`config.mk`:
```
export PLATFORM = sky130hd
export DESIGN_NAME = flash_cmd_decoder
export DESIGN_NICKNAME = d
export VERILOG_FILES = /design/src/rtl/fcd_pkg.sv /design/src/rtl/fcd_strobe_capture.sv /design/src/rtl/fcd_seq_fsm.sv /design/src/rtl/fcd_read_sel.sv /design/src/rtl/flash_cmd_decoder.sv
export SDC_FILE = /design/constraint.sdc
export NUM_CORES = 1
export LEC_CHECK = 0
export ABC_AREA = 0
export BUFFER_PORTS_ARGS = -buffer_cell sky130_fd_sc_hd__buf_4
export CAP_MARGIN = 25
export CORE_ASPECT_RATIO = 1.2
export CORE_MARGIN = 2
export CORE_UTILIZATION = 55
export DETAILED_ROUTE_END_ITERATION = 16
export GPL_TIMING_DRIVEN = 0
export HOLD_SLACK_MARGIN = 0.03
export PLACE_DENSITY = 0.76
export SYNTH_ARGS = -nofsm -noshare
export SYNTH_HDL_FRONTEND = slang
export SYNTH_SLANG_ARGS = --single-unit
export TNS_END_PERCENT = 10
```
`constraint.sdc`:
```
create_clock -name clk -period 6.4 [get_ports clk]
set_input_delay 0.96 -clock clk [delete_from_list [all_inputs] [get_ports clk]]
set_output_delay 0.96 -clock clk [all_outputs]
set_load 0.005 [all_outputs]
```
`src/rtl/fcd_pkg.sv`:
```
package fcd_pkg;

    localparam int FCD_ADDR_W    = 17;
    localparam int FCD_DATA_W    = 16;
    localparam int FCD_SECT_BITS = 3;

    localparam int UNLK_W = 11;
    localparam logic [UNLK_W-1:0] UNLK_ADDR_A = 11'h555;
    localparam logic [UNLK_W-1:0] UNLK_ADDR_B = 11'h2AA;

    localparam logic [7:0] KEY_A      = 8'hAA;
    localparam logic [7:0] KEY_B      = 8'h55;
    localparam logic [7:0] CMD_PROG   = 8'hA0;
    localparam logic [7:0] CMD_ERASE  = 8'h80;
    localparam logic [7:0] CMD_CHIP   = 8'h10;
    localparam logic [7:0] CMD_SECTOR = 8'h30;
    localparam logic [7:0] CMD_IDENT  = 8'h90;
    localparam logic [7:0] CMD_RESET  = 8'hF0;
    localparam logic [7:0] CMD_HOLD   = 8'hB0;
    localparam logic [7:0] CMD_CONT   = 8'h30;

    localparam logic [7:0] ID_MAKER  = 8'h01;
    localparam logic [7:0] ID_PART   = 8'h5C;
    localparam logic [7:0] OFS_MAKER = 8'h00;
    localparam logic [7:0] OFS_PART  = 8'h01;
    localparam logic [7:0] OFS_PROT  = 8'h02;

    typedef enum logic [1:0] {
        OP_NONE = 2'b00,
        OP_PROG = 2'b01,
        OP_CHIP = 2'b10,
        OP_SECT = 2'b11
    } op_kind_e;

    typedef enum logic [1:0] {
        SRC_ARRAY  = 2'b00,
        SRC_IDENT  = 2'b01,
        SRC_STATUS = 2'b10
    } rd_src_e;

    typedef enum logic [3:0] {
        ST_READ,
        ST_UNL1,
        ST_UNL2,
        ST_PSET,
        ST_ESET,
        ST_EUNL1,
        ST_EUNL2,
        ST_AUTO,
        ST_PBUSY,
        ST_EBUSY,
        ST_HOLD,
        ST_HUNL1,
        ST_HUNL2,
        ST_HPSET,
        ST_HPBUSY,
        ST_FAIL
    } seq_st_e;

endpackage

```
`src/rtl/fcd_strobe_capture.sv`:
```
module fcd_strobe_capture
    import fcd_pkg::*;
#(
    parameter int AW = FCD_ADDR_W,
    parameter int DW = FCD_DATA_W
) (
    input  logic          clk,
    input  logic          rst_n,
    input  logic          ce_n,
    input  logic          we_n,
    input  logic          oe_n,
    input  logic [AW:0]   addr,
    input  logic [DW-1:0] wdata,
    output logic          wr_valid,
    output logic [AW:0]   wr_addr,
    output logic [DW-1:0] wr_data
);

    typedef struct packed {
        logic          ce;
        logic          we;
        logic          oe;
        logic [AW:0]   addr_s;
        logic [DW-1:0] data_s;
        logic [DW-1:0] data_prev;
        logic          wact;
        logic [AW:0]   addr_lat;
        logic          vld;
        logic [AW:0]   out_addr;
        logic [DW-1:0] out_data;
    } cap_t;

    cap_t cap_d, cap_q;
    logic win;

    always_comb begin
        cap_d           = cap_q;
        cap_d.ce        = ~ce_n;
        cap_d.we        = ~we_n;
        cap_d.oe        = ~oe_n;
        cap_d.addr_s    = addr;
        cap_d.data_s    = wdata;
        cap_d.data_prev = cap_q.data_s;
        win             = cap_q.ce & cap_q.we & ~cap_q.oe;
        cap_d.wact      = win;
        cap_d.vld       = 1'b0;
        if (win && !cap_q.wact) begin
            cap_d.addr_lat = cap_q.addr_s;
        end
        if (!win && cap_q.wact) begin
            cap_d.vld      = 1'b1;
            cap_d.out_addr = cap_q.addr_lat;
            cap_d.out_data = cap_q.data_prev;
        end
    end

    always_ff @(posedge clk or negedge rst_n) begin
        if (!rst_n) begin
            cap_q <= '0;
        end else begin
            cap_q <= cap_d;
        end
    end

    assign wr_valid = cap_q.vld;
    assign wr_addr  = cap_q.out_addr;
    assign wr_data  = cap_q.out_data;


    oe_blocks_write_chk: assert property (@(posedge clk) disable iff (!rst_n)
        (cap_q.oe && cap_q.wact == 1'b0) |=> !cap_q.wact);

endmodule

```
`src/rtl/fcd_seq_fsm.sv`:
```
module fcd_seq_fsm
    import fcd_pkg::*;
#(
    parameter int AW = FCD_ADDR_W,
    parameter int DW = FCD_DATA_W,
    parameter int SB = FCD_SECT_BITS
) (
    input  logic          clk,
    input  logic          rst_n,
    input  logic          vcc_low,
    input  logic          byte_mode,
    input  logic          wr_valid,
    input  logic [AW:0]   wr_addr,
    input  logic [DW-1:0] wr_data,
    input  logic          op_done,
    input  logic          op_fail,
    output logic          op_start,
    output op_kind_e      op_kind,
    output logic [AW:0]   op_addr,
    output logic [DW-1:0] op_data,
    output logic          op_suspend,
    output logic          op_resume,
    output logic          busy,
    output seq_st_e       st,
    output logic          er_all,
    output logic [SB-1:0] er_sec
);

    typedef struct packed {
        seq_st_e       st;
        logic          start;
        op_kind_e      kind;
        logic [AW:0]   addr;
        logic [DW-1:0] data;
        logic          hold;
        logic          cont;
        logic          er_all;
        logic [SB-1:0] er_sec;
    } seq_t;

    seq_t seq_d, seq_q;

    logic [AW-1:0] waddr;
    logic [7:0]    cmd;
    logic          hit_a;
    logic          hit_b;
    logic          key1;
    logic          key2;
    logic          is_reset;

    assign waddr    = byte_mode ? wr_addr[AW:1] : wr_addr[AW-1:0];
    assign cmd      = wr_data[7:0];
    assign hit_a    = (waddr[UNLK_W-1:0] == UNLK_ADDR_A);
    assign hit_b    = (waddr[UNLK_W-1:0] == UNLK_ADDR_B);
    assign key1     = hit_a && (cmd == KEY_A);
    assign key2     = hit_b && (cmd == KEY_B);
    assign is_reset = (cmd == CMD_RESET);

    always_comb begin
        seq_d       = seq_q;
        seq_d.start = 1'b0;
        seq_d.hold  = 1'b0;
        seq_d.cont  = 1'b0;
        if (vcc_low) begin
            seq_d.st = ST_READ;
        end else begin
            unique case (seq_q.st)
                ST_READ: begin
                    if (wr_valid && key1) seq_d.st = ST_UNL1;
                end
                ST_UNL1: begin
                    if (wr_valid) seq_d.st = key2 ? ST_UNL2 : ST_READ;
                end
                ST_UNL2: begin
                    if (wr_valid) begin
                        if (hit_a && cmd == CMD_PROG)       seq_d.st = ST_PSET;
                        else if (hit_a && cmd == CMD_ERASE) seq_d.st = ST_ESET;
                        else if (hit_a && cmd == CMD_IDENT) seq_d.st = ST_AUTO;
                        else                                seq_d.st = ST_READ;
                    end
                end
                ST_PSET, ST_HPSET: begin
                    if (wr_valid) begin
                        seq_d.start = 1'b1;
                        seq_d.kind  = OP_PROG;
                        seq_d.addr  = wr_addr;
                        seq_d.data  = wr_data;
                        seq_d.st    = (seq_q.st == ST_PSET) ? ST_PBUSY : ST_HPBUSY;
                    end
                end
                ST_ESET: begin
                    if (wr_valid) seq_d.st = key1 ? ST_EUNL1 : ST_READ;
                end
                ST_EUNL1: begin
                    if (wr_valid) seq_d.st = key2 ? ST_EUNL2 : ST_READ;
                end
                ST_EUNL2: begin
                    if (wr_valid) begin
                        if (hit_a && cmd == CMD_CHIP) begin
                            seq_d.start  = 1'b1;
                            seq_d.kind   = OP_CHIP;
                            seq_d.addr   = wr_addr;
                            seq_d.data   = wr_data;
                            seq_d.er_all = 1'b1;
                            seq_d.st     = ST_EBUSY;
                        end else if (cmd == CMD_SECTOR) begin
                            seq_d.start  = 1'b1;
                            seq_d.kind   = OP_SECT;
                            seq_d.addr   = wr_addr;
                            seq_d.data   = wr_data;
                            seq_d.er_all = 1'b0;
                            seq_d.er_sec = waddr[AW-1 -: SB];
                            seq_d.st     = ST_EBUSY;
                        end else begin
                            seq_d.st = ST_READ;
                        end
                    end
                end
                ST_AUTO: begin
                    if (wr_valid && is_reset) seq_d.st = ST_READ;
                end
                ST_PBUSY: begin
                    if (op_fail)      seq_d.st = ST_FAIL;
                    else if (op_done) seq_d.st = ST_READ;
                end
                ST_EBUSY: begin
                    if (op_fail)      seq_d.st = ST_FAIL;
                    else if (op_done) seq_d.st = ST_READ;
                    else if (wr_valid && cmd == CMD_HOLD) begin
                        seq_d.hold = 1'b1;
                        seq_d.st   = ST_HOLD;
                    end
                end
                ST_HOLD: begin
                    if (wr_valid) begin
                        if (key1) begin
                            seq_d.st = ST_HUNL1;
                        end else if (cmd == CMD_CONT) begin
                            seq_d.cont = 1'b1;
                            seq_d.st   = ST_EBUSY;
                        end
                    end
                end
                ST_HUNL1: begin
                    if (wr_valid) seq_d.st = key2 ? ST_HUNL2 : ST_HOLD;
                end
                ST_HUNL2: begin
                    if (wr_valid) seq_d.st = (hit_a && cmd == CMD_PROG) ? ST_HPSET : ST_HOLD;
                end
                ST_HPBUSY: begin
                    if (op_fail)      seq_d.st = ST_FAIL;
                    else if (op_done) seq_d.st = ST_HOLD;
                end
                ST_FAIL: begin
                    if (wr_valid && is_reset) seq_d.st = ST_READ;
                end
                default: seq_d.st = ST_READ;
            endcase
        end
    end

    always_ff @(posedge clk or negedge rst_n) begin
        if (!rst_n) begin
            seq_q      <= '0;
            seq_q.st   <= ST_READ;
            seq_q.kind <= OP_NONE;
        end else begin
            seq_q <= seq_d;
        end
    end

    assign op_start   = seq_q.start;
    assign op_kind    = seq_q.kind;
    assign op_addr    = seq_q.addr;
    assign op_data    = seq_q.data;
    assign op_suspend = seq_q.hold;
    assign op_resume  = seq_q.cont;
    assign st         = seq_q.st;
    assign er_all     = seq_q.er_all;
    assign er_sec     = seq_q.er_sec;
    assign busy       = (seq_q.st == ST_PBUSY) || (seq_q.st == ST_EBUSY) ||
                        (seq_q.st == ST_HPBUSY);


    lockout_read_chk: assert property (@(posedge clk) disable iff (!rst_n)
        vcc_low |=> (st == ST_READ && !op_start));


    busy_ignores_chk: assert property (@(posedge clk) disable iff (!rst_n)
        (st == ST_PBUSY && wr_valid && !op_done && !op_fail && !vcc_low) |=> busy);


    start_after_setup_chk: assert property (@(posedge clk) disable iff (!rst_n)
        op_start |-> ($past(st) == ST_PSET || $past(st) == ST_HPSET || $past(st) == ST_EUNL2));


    one_request_chk: assert property (@(posedge clk) disable iff (!rst_n)
        $onehot0({op_start, op_suspend, op_resume}));


    fail_sticky_chk: assert property (@(posedge clk) disable iff (!rst_n)
        (st == ST_FAIL && !(wr_valid && cmd == CMD_RESET) && !vcc_low) |=> st == ST_FAIL);

endmodule

```
`src/rtl/fcd_read_sel.sv`:
```
module fcd_read_sel
    import fcd_pkg::*;
#(
    parameter int AW = FCD_ADDR_W,
    parameter int SB = FCD_SECT_BITS
) (
    input  seq_st_e           st,
    input  logic              er_all,
    input  logic [SB-1:0]     er_sec,
    input  logic              byte_mode,
    input  logic [AW:0]       rd_addr,
    input  logic [(1<<SB)-1:0] sect_prot,
    output rd_src_e           rd_src,
    output logic [7:0]        id_data
);

    logic [AW-1:0] waddr;
    logic [SB-1:0] sec;
    logic [7:0]    ofs;
    logic          in_erase;

    assign waddr    = byte_mode ? rd_addr[AW:1] : rd_addr[AW-1:0];
    assign sec      = waddr[AW-1 -: SB];
    assign ofs      = waddr[7:0];
    assign in_erase = er_all || (sec == er_sec);

    always_comb begin
        unique case (st)
            ST_AUTO:                                  rd_src = SRC_IDENT;
            ST_PBUSY, ST_EBUSY, ST_HPBUSY, ST_FAIL:   rd_src = SRC_STATUS;
            ST_HOLD, ST_HUNL1, ST_HUNL2, ST_HPSET:    rd_src = in_erase ? SRC_STATUS : SRC_ARRAY;
            default:                                  rd_src = SRC_ARRAY;
        endcase
    end

    always_comb begin
        id_data = 8'h00;
        if (st == ST_AUTO) begin
            if (ofs == OFS_MAKER)     id_data = ID_MAKER;
            else if (ofs == OFS_PART) id_data = ID_PART;
            else if (ofs == OFS_PROT) id_data = {7'b0, sect_prot[sec]};
        end
    end

endmodule

```
`src/rtl/flash_cmd_decoder.sv`:
```
module flash_cmd_decoder
    import fcd_pkg::*;
#(
    parameter int ADDR_W    = FCD_ADDR_W,
    parameter int DATA_W    = FCD_DATA_W,
    parameter int SECT_BITS = FCD_SECT_BITS
) (
    input  logic                    clk,
    input  logic                    rst_n,
    input  logic                    vcc_low,
    input  logic                    ce_n,
    input  logic                    we_n,
    input  logic                    oe_n,
    input  logic                    byte_mode,
    input  logic [ADDR_W:0]         addr,
    input  logic [DATA_W-1:0]       wdata,
    input  logic                    op_done,
    input  logic                    op_fail,
    input  logic [(1<<SECT_BITS)-1:0] sect_prot,
    output logic                    op_start,
    output logic [1:0]              op_kind,
    output logic [ADDR_W:0]         op_addr,
    output logic [DATA_W-1:0]       op_data,
    output logic                    op_suspend,
    output logic                    op_resume,
    output logic                    busy,
    output logic [1:0]              rd_src,
    output logic [7:0]              id_data
);

    logic              wr_valid;
    logic [ADDR_W:0]   wr_addr;
    logic [DATA_W-1:0] wr_data;
    seq_st_e           st;
    logic              er_all;
    logic [SECT_BITS-1:0] er_sec;
    op_kind_e          kind;
    rd_src_e           src;

    fcd_strobe_capture #(.AW(ADDR_W), .DW(DATA_W)) cap_i (
        .clk      (clk),
        .rst_n    (rst_n),
        .ce_n     (ce_n),
        .we_n     (we_n),
        .oe_n     (oe_n),
        .addr     (addr),
        .wdata    (wdata),
        .wr_valid (wr_valid),
        .wr_addr  (wr_addr),
        .wr_data  (wr_data)
    );

    fcd_seq_fsm #(.AW(ADDR_W), .DW(DATA_W), .SB(SECT_BITS)) fsm_i (
        .clk        (clk),
        .rst_n      (rst_n),
        .vcc_low    (vcc_low),
        .byte_mode  (byte_mode),
        .wr_valid   (wr_valid),
        .wr_addr    (wr_addr),
        .wr_data    (wr_data),
        .op_done    (op_done),
        .op_fail    (op_fail),
        .op_start   (op_start),
        .op_kind    (kind),
        .op_addr    (op_addr),
        .op_data    (op_data),
        .op_suspend (op_suspend),
        .op_resume  (op_resume),
        .busy       (busy),
        .st         (st),
        .er_all     (er_all),
        .er_sec     (er_sec)
    );

    fcd_read_sel #(.AW(ADDR_W), .SB(SECT_BITS)) rsel_i (
        .st        (st),
        .er_all    (er_all),
        .er_sec    (er_sec),
        .byte_mode (byte_mode),
        .rd_addr   (addr),
        .sect_prot (sect_prot),
        .rd_src    (src),
        .id_data   (id_data)
    );

    assign op_kind = kind;
    assign rd_src  = src;


    status_while_busy_chk: assert property (@(posedge clk) disable iff (!rst_n)
        busy |-> rd_src == SRC_STATUS);


    ident_not_busy_chk: assert property (@(posedge clk) disable iff (!rst_n)
        (rd_src == SRC_IDENT) |-> !busy);


    start_kind_chk: assert property (@(posedge clk) disable iff (!rst_n)
        op_start |-> op_kind != OP_NONE);

endmodule

```
==> results of run 1 <==
==> stage by stage <==
step	utilization	setup WS, ns	total power, mW
floorplan	-	3.03	1.31
global placement	0.652	2.58	1.40
detailed placement	0.655	2.53	1.42
CTS	0.707	2.49	2.42
global route	0.708	2.33	2.49
finish	0.708	2.52	2.39
==> registers in the layout, summed over array words and instances (netlist names), 3 cells and up <==
signal         count
fsm_i.op_addr     18
fsm_i.er_sec       3
cap_i.wr_data     16
cap_i.cap_q       56
fsm_i.st           4
fsm_i.op_data     16
cap_i.wr_addr     18
cap_i.cap_d       16
==> cell families (layout without fill, tap and decap cells) <==
kind of cell / Yosys count / in the layout / synth area share
flip-flops: 154 / 154 / 0.612
AND/OR/NAND/NOR: 114 / 114 / 0.108
multiplexers: 92 / 92 / 0.173
AO/OA/AOI/OAI: 60 / 60 / 0.0649
buffers and inverters: 40 / 171 / 0.0338
XOR/XNOR: 6 / 6 / 0.00834
other: 1 / 3 / 0.000595
==> Yosys cell counts, types with 3 or more instances <==
master and instances:
nand4_1 7, mux2_4 20, buf_6 5, nand2_1 20, nor3b_1 3, a21oi_1 16, buf_4 6, xnor2_1 5
nand3_1 3, or4_1 4, o21ai_0 11, a21o_1 4, nor2b_1 4, nor2_1 22, dfrtp_1 154, or3_1 7
and4_1 4, nor4bb_1 6, mux2i_1 16, a211oi_1 3, a31oi_1 4, nor4b_1 3, nand3b_1 3, inv_1 11
nor3_1 11, mux2_2 54, nand2b_1 6, clkbuf_1 16, a22o_1 6
==> worst max-delay path, cell delays in order <==
cell and delay (ns):
buf_4 0.12, buf_6 0.15, buf_2 0.30, mux2i_1 0.45
mux2i_1 0.24, mux2i_1 0.12, a221oi_1 0.28, o21a_1 0.18
buf_4 0.11
==> path summary, 6_finish.rpt <==
kind                             startpoint          endpoint  slack, ns  depth (start not counted)
hold / removal              cap_i.cap_d[66]   cap_i.cap_q[66]       0.35                          0
setup reg to reg           cap_i.wr_data[1]       fsm_i.st[1]       3.67                          7
max in group asynchronous             rst_n  fsm_i.op_kind[0]       5.06                          2
setup / recovery                  byte_mode        id_data[0]       2.52                          9
hold reg to reg             cap_i.cap_d[66]   cap_i.cap_q[66]       0.35                          0
min in group asynchronous             rst_n   cap_i.cap_q[69]       0.52                          1
==> metal layers <==
metal  track usage  wire length, um  vias to the layer above  part of all wire
li1              -                -                     1924                 -
met1         0.326             5870                     2088              0.42
met2         0.405             7160                      125              0.52
met3        0.0570              635                       22             0.046
met4        0.0870              212                        0             0.015
met5             0                0                        -                 0
==> layout by cell type, fill, tap and decap left out, types with 5 or more instances in the layout <==
cell and n:
a21oi_1 16, a22o_1 6, buf_4 102, buf_6 6
clkbuf_1 17, clkbuf_16 17, dfrtp_1 154, inv_1 11
inv_6 6, mux2_2 54, mux2_4 20, mux2i_1 16
nand2_1 20, nand2b_1 6, nand4_1 7, nor2_1 22
nor3_1 11, nor4bb_1 6, o21ai_0 11, or3_1 7
xnor2_1 5
==> layout make-up <==
| class | instances | share of cell area |
|---|---|---|
| buffer | 29 | 0.0218 |
| inverter | 11 | 0.00526 |
| sequential | 154 | 0.491 |
| clock buffer | 18 | 0.0547 |
| multi-input combinational | 275 | 0.286 |
| clock inverter | 14 | 0.0195 |
| tap | 154 | 0.0246 |
| timing repair buffer | 99 | 0.0974 |
==> power by group through the flow <==
stage               registers (mW)  clock network (mW)  logic, mW
CTS                           1.18                1.00      0.238
global placement              1.18                   0      0.223
finish                        1.17               0.983      0.235
detailed placement            1.19                   0      0.233
floorplan                     1.15                   0      0.156
global route                  1.19                1.04      0.259
==> impl_metrics.tcl, run 1 <==
set metrics [dict create \
    status "finished clean" \
    fin_crit_sh 0.607 \
    ys_seq_area_frac 0.612 \
    period_minus_slack_ns 3.88 \
    peakVddDrop_uv 217 \
    avgSynthCellArea_um2 13.5 \
    synth-seq-cells 154 \
    cp-end-kind "output pin" \
    post-cts-setup-buffers 0 \
    fin_skew_ns 0.0118 \
    ant_nets 0 \
    p_int_mw 1.76 \
    postPlaceCellArea_um2 7260 \
    antenna-diode-count 0 \
    rows 42 \
    cts-root-buf "clkbuf_16" \
    grt_setup_unrepaired "no" \
    die_x_um 102 \
    critPathKind "in -> out" \
    tightest_slew_ns 0.992 \
    final_cell_area_um2 7850 \
    cts_resized 0 \
    nNetsFinal 638 \
    multiInputGateArea_um2 2240 \
    synth_edf_count 0 \
    cts_tree "done" \
    crit_arrival_ns 2.92 \
    dp_cells 721 \
    antenna_found_initial 0 \
    syn_inst 467 \
    via_per_inst 5.52 \
    syn_area_um2 6300 \
    syn_to_final_growth_pct 24.5 \
    slew_viol_final 0 \
    track_usage 0.248 \
    gr-total-overflow 0 \
    powerDensity_nw_per_um2 305 \
    hold_buffers 0 \
    synth_top_area_cell "dfrtp_1" \
    cts_inserted_buffers 17 \
    relSlewSlack 0.322 \
    clk_latency_ns 0.42 \
    swShare 0.264 \
    cp_max_fo 10 \
    cts_buffer_depth 2 \
    clkSlewWorstSetupHoldPaths_ns 0.07 \
    drt-initial-drc-count 229 \
    pwr-share-clk 0.411 \
    setup_tns_ns 0 \
    power_frac_comb 0.098 \
    grt_pass1_wl_um 23000 \
    yosysTopAreaCellShare 0.612 \
    die_h_um 121 \
    maxCapViolCount 0 \
    synth_area_leaders "dfrtp_1, mux2_2, mux2_4" \
    clock-sinks 154 \
    hpwl_um 9500 \
    coreArea_um2 11100 \
    synth_ff_type "dfrtp_1" \
    synth_cell_type_count 55 \
    cp-start-kind "primary input" \
    drt-pass1-iter-count 5 \
    seqCellArea_um2 3850 \
    htree_levels 4 \
    top_level_ports 101 \
    p_leak_nw 3.74 \
    start_util 0.568 \
    holdCritPathClass "reg -> reg" \
    grt_max_degree 90 \
    drive_above_1_share 0.370 \
    gp_congestion 0.850 \
    cp.required_ns 5.44 \
    hold_violations 0 \
    drcViolationCount 0 \
    fill_cells 751 \
    p_sw_uw 632 \
    fmaxAchievable_mhz 257 \
    p_seq_frac 0.491 \
    hold_ws_ns 0.352 \
    vias 4159 \
    final_cells 754 \
    wl_per_cell_um 18.4 \
    async_flop_share 1.00 \
    grt_pass1_vias 4335 \
    setup_viol 0 \
    die-area_um2 12300 \
    yosysWarnings 0 \
    finalWirelength_um 13900 \
    port_buffers 97 \
]
No activity file was read; power rests on OpenSTA's default activity.
==> inputs of run 2 (changes only) <==
--- a/config.mk
+++ b/config.mk
@@ -10,11 +10,11 @@
 export CAP_MARGIN = 25
 export CORE_ASPECT_RATIO = 1.2
 export CORE_MARGIN = 2
-export CORE_UTILIZATION = 55
+export CORE_UTILIZATION = 51
 export DETAILED_ROUTE_END_ITERATION = 16
 export GPL_TIMING_DRIVEN = 0
 export HOLD_SLACK_MARGIN = 0.03
-export PLACE_DENSITY = 0.76
+export PLACE_DENSITY = 0.74
 export SYNTH_ARGS = -nofsm -noshare
 export SYNTH_HDL_FRONTEND = slang
 export SYNTH_SLANG_ARGS = --single-unit
==> constraint.sdc (replaced) <==
create_clock -name clk -period 3.5 [get_ports clk]
set_input_delay 0.525 -clock clk [delete_from_list [all_inputs] [get_ports clk]]
set_output_delay 0.525 -clock clk [all_outputs]
set_load 0.005 [all_outputs]
==> run 2 against run 1 <==
  * Sequential power rose by 84%
  * Hold slack got worse by 0.30 ns
  * Register-to-register slack got worse by 2.9 ns
  * Design area rose by 0.43%
  * Setup slack got worse by 2.1 ns
  * Total power rose by 86%
  * Die area rose by 7.6%
  * Sequential share of layout area fell by 0.21 points
  * Routed wire length rose by 0.91%
  * Clock-buffer cell count fell by 1
  * Clock skew fell by 0.0055 ns
  * Clock power rose by 92%
  * Largest cell class unchanged
  * Highest routed layer unchanged
==> impl_metrics.tcl, run 2 (synthesized netlist as in run 1, its figures left out) <==
set metrics [dict create \
    status "finished clean" \
    fill_cells 877 \
    setup_viol 0 \
    powerDensity_nw_per_um2 565 \
    p_seq_frac 0.481 \
    fmaxAchievable_mhz 324 \
    p_leak_nw 3.75 \
    slowest_stage "dfrtp_1" \
    grt_setup_unrepaired "no" \
    p_int_mw 3.29 \
    die-area_um2 13300 \
    tightest_slew_ns 0.901 \
    clock-sinks 154 \
    cp-end-kind "output pin" \
    syn_to_final_growth_pct 25.1 \
    fin_skew_ns 0.00624 \
    reg2reg_slack_ns 0.73 \
    coreArea_um2 12100 \
    dp_cells 729 \
    layout_commonest_cell "dfrtp_1" \
    r2r-end "fsm_i.st[1]" \
    regMostFlops "cap_i.cap_q" \
    antenna_found_initial 0 \
    vias 4146 \
    hold_buffers 0 \
    grt_pass1_wl_um 22800 \
    top_level_ports 101 \
    power_frac_comb 0.095 \
    largest_reg_flops 56 \
    cts_inserted_buffers 17 \
    final_cell_mix "dfrtp_1, buf_4, mux2_2" \
    clk_latency_ns 0.42 \
    period_minus_slack_ns 3.08 \
    gr-total-overflow 0 \
    start_util 0.523 \
    cts-root-buf "clkbuf_16" \
    final_cells 761 \
    total_power_mw 4.46 \
    hpwl_um 9760 \
    slew_viol_final 0 \
    relSlewSlack 0.384 \
    gp_congestion 0.864 \
    post-cts-setup-buffers 0 \
    track_usage 0.223 \
    crit_arrival_ns 2.56 \
    antenna-diode-count 0 \
    swShare 0.261 \
    drcViolationCount 0 \
    pwr-share-clk 0.423 \
    drive_above_1_share 0.372 \
    die_h_um 126 \
    critPathKind "reg -> out" \
    ant_nets 0 \
    die_x_um 105 \
    rows 44 \
    cp-start-kind "flip-flop" \
    cts_resized 0 \
    setup_tns_ns 0 \
    nNetsFinal 638 \
    cp_max_fo 10 \
    maxCapViolCount 0 \
    fin_crit_sh 0.881 \
    slowest_delay_ns 0.47 \
    p_sw_mw 1.17 \
    peakVddDrop_uv 359 \
    cp.required_ns 2.97 \
    multiInputGateArea_um2 2240 \
    final_cell_area_um2 7880 \
    cts_tree "done" \
    drt-pass1-iter-count 4 \
    seqCellArea_um2 3850 \
    r2r_start "cap_i.wr_data[1]" \
    port_buffers 97 \
    grt_max_degree 105 \
    grt_pass1_vias 4351 \
    holdCritPathClass "in -> async" \
    path_cells "clkbuf_1, nand2_1, nor2_1, nand4_1, nor2_1, buf_4, buf_4" \
    cts_buffer_depth 2 \
    drt-initial-drc-count 255 \
    wl_per_cell_um 18.4 \
    clkSlewWorstSetupHoldPaths_ns 0.07 \
    finalWirelength_um 14000 \
    htree_levels 4 \
    via_per_inst 5.45 \
    hold_violations 0 \
    ff2ff_path_depth 7 \
    postPlaceCellArea_um2 7270 \
]
==> run 2: layer usage <==
metal	part of all wire	global-route usage	wire length [um]	vias to the layer above
li1	-	-	-	1917
met1	0.43	0.290	6010	2098
met2	0.52	0.380	7220	110
met4	0.016	0.0667	227	0
met3	0.038	0.0440	536	21
met5	0	0	0	-
==> run 2: how the worst max path moves through the flow <==
| stage | from | endpoint | slack (ns) | depth (start not counted) |
|---|---|---|---|---|
| 2_1_floorplan | byte_mode | fsm_i.op_kind[0] | 0.94 | 9 |
| 3_3_place_gp | byte_mode | id_data[0] | 0.50 | 9 |
| 3_5_place_dp | byte_mode | id_data[0] | 0.46 | 9 |
| 4_1_cts | fsm_i.st[2] | id_data[6] | 0.39 | 7 |
| 5_1_grt | fsm_i.st[2] | id_data[4] | 0.20 | 7 |
| 6_report | fsm_i.st[2] | id_data[6] | 0.42 | 7 |
==> run 2: stage by stage <==
| stage | worst slack (ns) | utilization | hold slack (ns) |
|---|---|---|---|
| 2_1_floorplan | 0.940 | - | 0.229 |
| 3_3_place_gp | 0.495 | 0.600 | 0.332 |
| 3_5_place_dp | 0.461 | 0.603 | 0.335 |
| 4_1_cts | 0.389 | 0.654 | 0.0521 |
| 5_1_grt | 0.203 | 0.654 | 0.0743 |
| 6_report | 0.417 | 0.654 | 0.0482 |
==> run 2: critical path: cells and delay by family, from the launching register on <==
family / cells / cell delay [ns]
buffers and inverters: 3 / 0.66
and+or+nand+nor: 4 / 1.01
DFF: 1 / 0.47
==> run 2: power groups by stage <==
stage	Clock [mW]	Combinational [mW]	Sequential, mW
after floorplan	0	0.286	2.10
after global placement	0	0.409	2.16
after detailed placement	0	0.428	2.17
after CTS	1.91	0.432	2.14
after global routing	1.99	0.469	2.17
final	1.89	0.425	2.15
==> run 2: area by class of cell <==
class                      instances  area share
sequential                       154       0.489
multi-input combinational        275       0.284
timing repair buffer              99      0.0970
clock buffer                      17      0.0540
tap                              161      0.0256
clock inverter                    15      0.0230
buffer                            29      0.0217
inverter                          11     0.00524
==> inputs of run 3 (changes only) <==
--- a/config.mk
+++ b/config.mk
@@ -15,6 +15,7 @@
 export GPL_TIMING_DRIVEN = 0
 export HOLD_SLACK_MARGIN = 0.03
 export PLACE_DENSITY = 0.74
+export RECOVER_POWER = 25
 export SYNTH_ARGS = -nofsm -noshare
 export SYNTH_HDL_FRONTEND = slang
 export SYNTH_SLANG_ARGS = --single-unit
==> run 3 against run 2 <==
  * The run now ends with capacitance limit, slew limit left
  * Design area fell by 0.52%
  * Highest routed layer unchanged
  * Cell count is the same
  * Sequential share of layout area rose by 0.26 points
  * Flip-flop and latch count stayed put
  * Critical path type unchanged
  * Global-route usage unchanged
  * Clock-buffer cell count did not move
  * Routed wire length fell by 0.11%
  * Critical path depth unchanged
  * Total power decreased by 0.12%
==> impl_metrics.tcl, run 3 (synthesized netlist as in run 1, its figures left out) <==
set metrics [dict create \
    wl_per_cell_um 18.4 \
    coreArea_um2 12100 \
    dp_cells 729 \
    setup_tns_ns 0 \
    relSlewSlack -0.822 \
    slowest_stage "dfrtp_1" \
    r2r-end "fsm_i.st[1]" \
    antenna-diode-count 0 \
    slowest_delay_ns 0.47 \
    grt_pass1_wl_um 22800 \
    cts-root-buf "clkbuf_16" \
    die_h_um 126 \
    grt_setup_unrepaired "no" \
    hpwl_um 9760 \
    fin_util 0.650 \
    tightest_slew_ns 2.73 \
    period_minus_slack_ns 3.09 \
    pwr-share-clk 0.424 \
    die-area_um2 13300 \
    clock-sinks 154 \
    reg2reg_slack_ns 0.73 \
    drive_above_1_share 0.355 \
    path_buf_inv 3 \
    p_int_mw 3.28 \
    crit_path_end "id_data[6]" \
    crit_arrival_ns 2.56 \
    htree_levels 4 \
    grt_max_degree 105 \
    violations "capacitance limit, slew limit" \
    die_x_um 105 \
    maxCapViolCount 1 \
    cp_max_fo 10 \
    port_buffers 97 \
    power_frac_comb 0.094 \
    drt-pass1-iter-count 4 \
    cts_inserted_buffers 17 \
    regMostFlops "cap_i.cap_q" \
    via_per_inst 5.46 \
    start_util 0.523 \
    grt_pass1_vias 4351 \
    critPathKind "reg -> out" \
    setup_viol 0 \
    layout_commonest_cell "dfrtp_1" \
    cp-start-kind "flip-flop" \
    final_cell_mix "dfrtp_1, buf_4, mux2_2" \
    crit_start "fsm_i.st[2]" \
    powerDensity_nw_per_um2 568 \
    peakVddDrop_uv 359 \
    clk_latency_ns 0.42 \
    clkSlewWorstSetupHoldPaths_ns 0.07 \
    cts_buffer_depth 2 \
    fin_skew_ns 0.00635 \
    p_leak_nw 3.71 \
    gr-total-overflow 0 \
    cp.required_ns 2.97 \
    finalWirelength_um 14000 \
    r2r_start "cap_i.wr_data[1]" \
    cts_resized 0 \
    cp-end-kind "output pin" \
    ff2ff_path_depth 7 \
    vias 4158 \
    p_seq_frac 0.482 \
    hold_buffers 0 \
    largest_reg_flops 56 \
    top_level_ports 101 \
    nNetsFinal 638 \
    final_cells 761 \
    track_usage 0.223 \
    ant_nets 0 \
    p_sw_mw 1.17 \
    rows 44 \
    slew_viol_final 51 \
    crit_cells 7 \
    holdCritPathClass "in -> reg" \
    status "complete, but fails checks" \
    fin_crit_sh 0.883 \
    syn_to_final_growth_pct 24.4 \
    gp_congestion 0.864 \
    antenna_found_initial 0 \
    drcViolationCount 0 \
    cp_top_family "simple AND/OR/NAND/NOR gates" \
    cts_tree "done" \
    hold_violations 0 \
    swShare 0.262 \
    drt-initial-drc-count 268 \
    fmaxAchievable_mhz 324 \
    path_cells "clkbuf_1, nand2_1, nor2_1, nand4_1, nor2_1, buf_4, buf_4" \
    post-cts-setup-buffers 0 \
]
run 3: cell count changes in the layout (fill, tap and decap cells not counted):
cell | previous run | this run
clkbuf_4 | 0 | 28
buf_6 | 6 | 5
clkbuf_1 | 16 | 26
buf_4 | 102 | 65
run 3: cell type report:
| class | count | area, um2 |
|---|---|---|
| inverters | 11 | 41.3 |
| clock inverters | 15 | 181 |
| well taps | 161 | 201 |
| flip-flops and latches | 154 | 3850 |
| plain buffers | 29 | 171 |
| fillers | 884 | 4220 |
| repair buffers | 99 | 723 |
| clock buffers | 17 | 425 |
| multi-input cells | 275 | 2240 |
run 3: worst min-delay path by stage:
stage,to,slack [ns],from,depth (start not counted)
after CTS,cap_i.cap_d[69],0.05,rst_n,1
after global placement,cap_i.cap_q[58],0.33,cap_i.cap_d[58],0
after detailed placement,cap_i.cap_q[68],0.33,cap_i.cap_d[68],0
final,cap_i.cap_d[65],0.23,wdata[11],1
after floorplan,cap_i.cap_d[54],0.23,rst_n,0
after global routing,cap_i.cap_d[54],0.22,wdata[0],1
run 3: power by group through the flow:
stage	Sequential, mW	Clock [mW]	Combinational (mW)
after CTS	2.14	1.91	0.432
after global routing	2.17	1.99	0.462
after floorplan	2.10	0	0.286
final	2.15	1.89	0.418
after global placement	2.16	0	0.409
after detailed placement	2.17	0	0.428
run 3: worst register-to-register path, cell delays in order (launching register included):
cell and delay, ns:
dfrtp_1 0.36, clkbuf_1 0.20, nor3b_1 0.49, nand4_1 0.16, a2111oi_0 0.80, nor3b_1 0.25
o21ai_0 0.15, a311oi_1 0.27
run 3: per-layer routing:
metal / vias up / part of all wire / GRT usage
met4: 0 / 0.016 / 0.0667
met5: - / 0 / 0
met3: 21 / 0.043 / 0.0440
met2: 115 / 0.52 / 0.380
li1: 1915 / - / -
met1: 2107 / 0.42 / 0.290
run 3: metrics by stage:
stage	area [um2]	total power, mW	hold WS (ns)	worst slack, ns
3_5_place_dp	7270	2.60	0.335	0.461
6_report	7840	4.45	0.232	0.411
4_1_cts	7880	4.48	0.0521	0.389
5_1_grt	7840	4.62	0.216	0.203
2_1_floorplan	6310	2.39	0.229	0.940
3_3_place_gp	7240	2.57	0.332	0.495
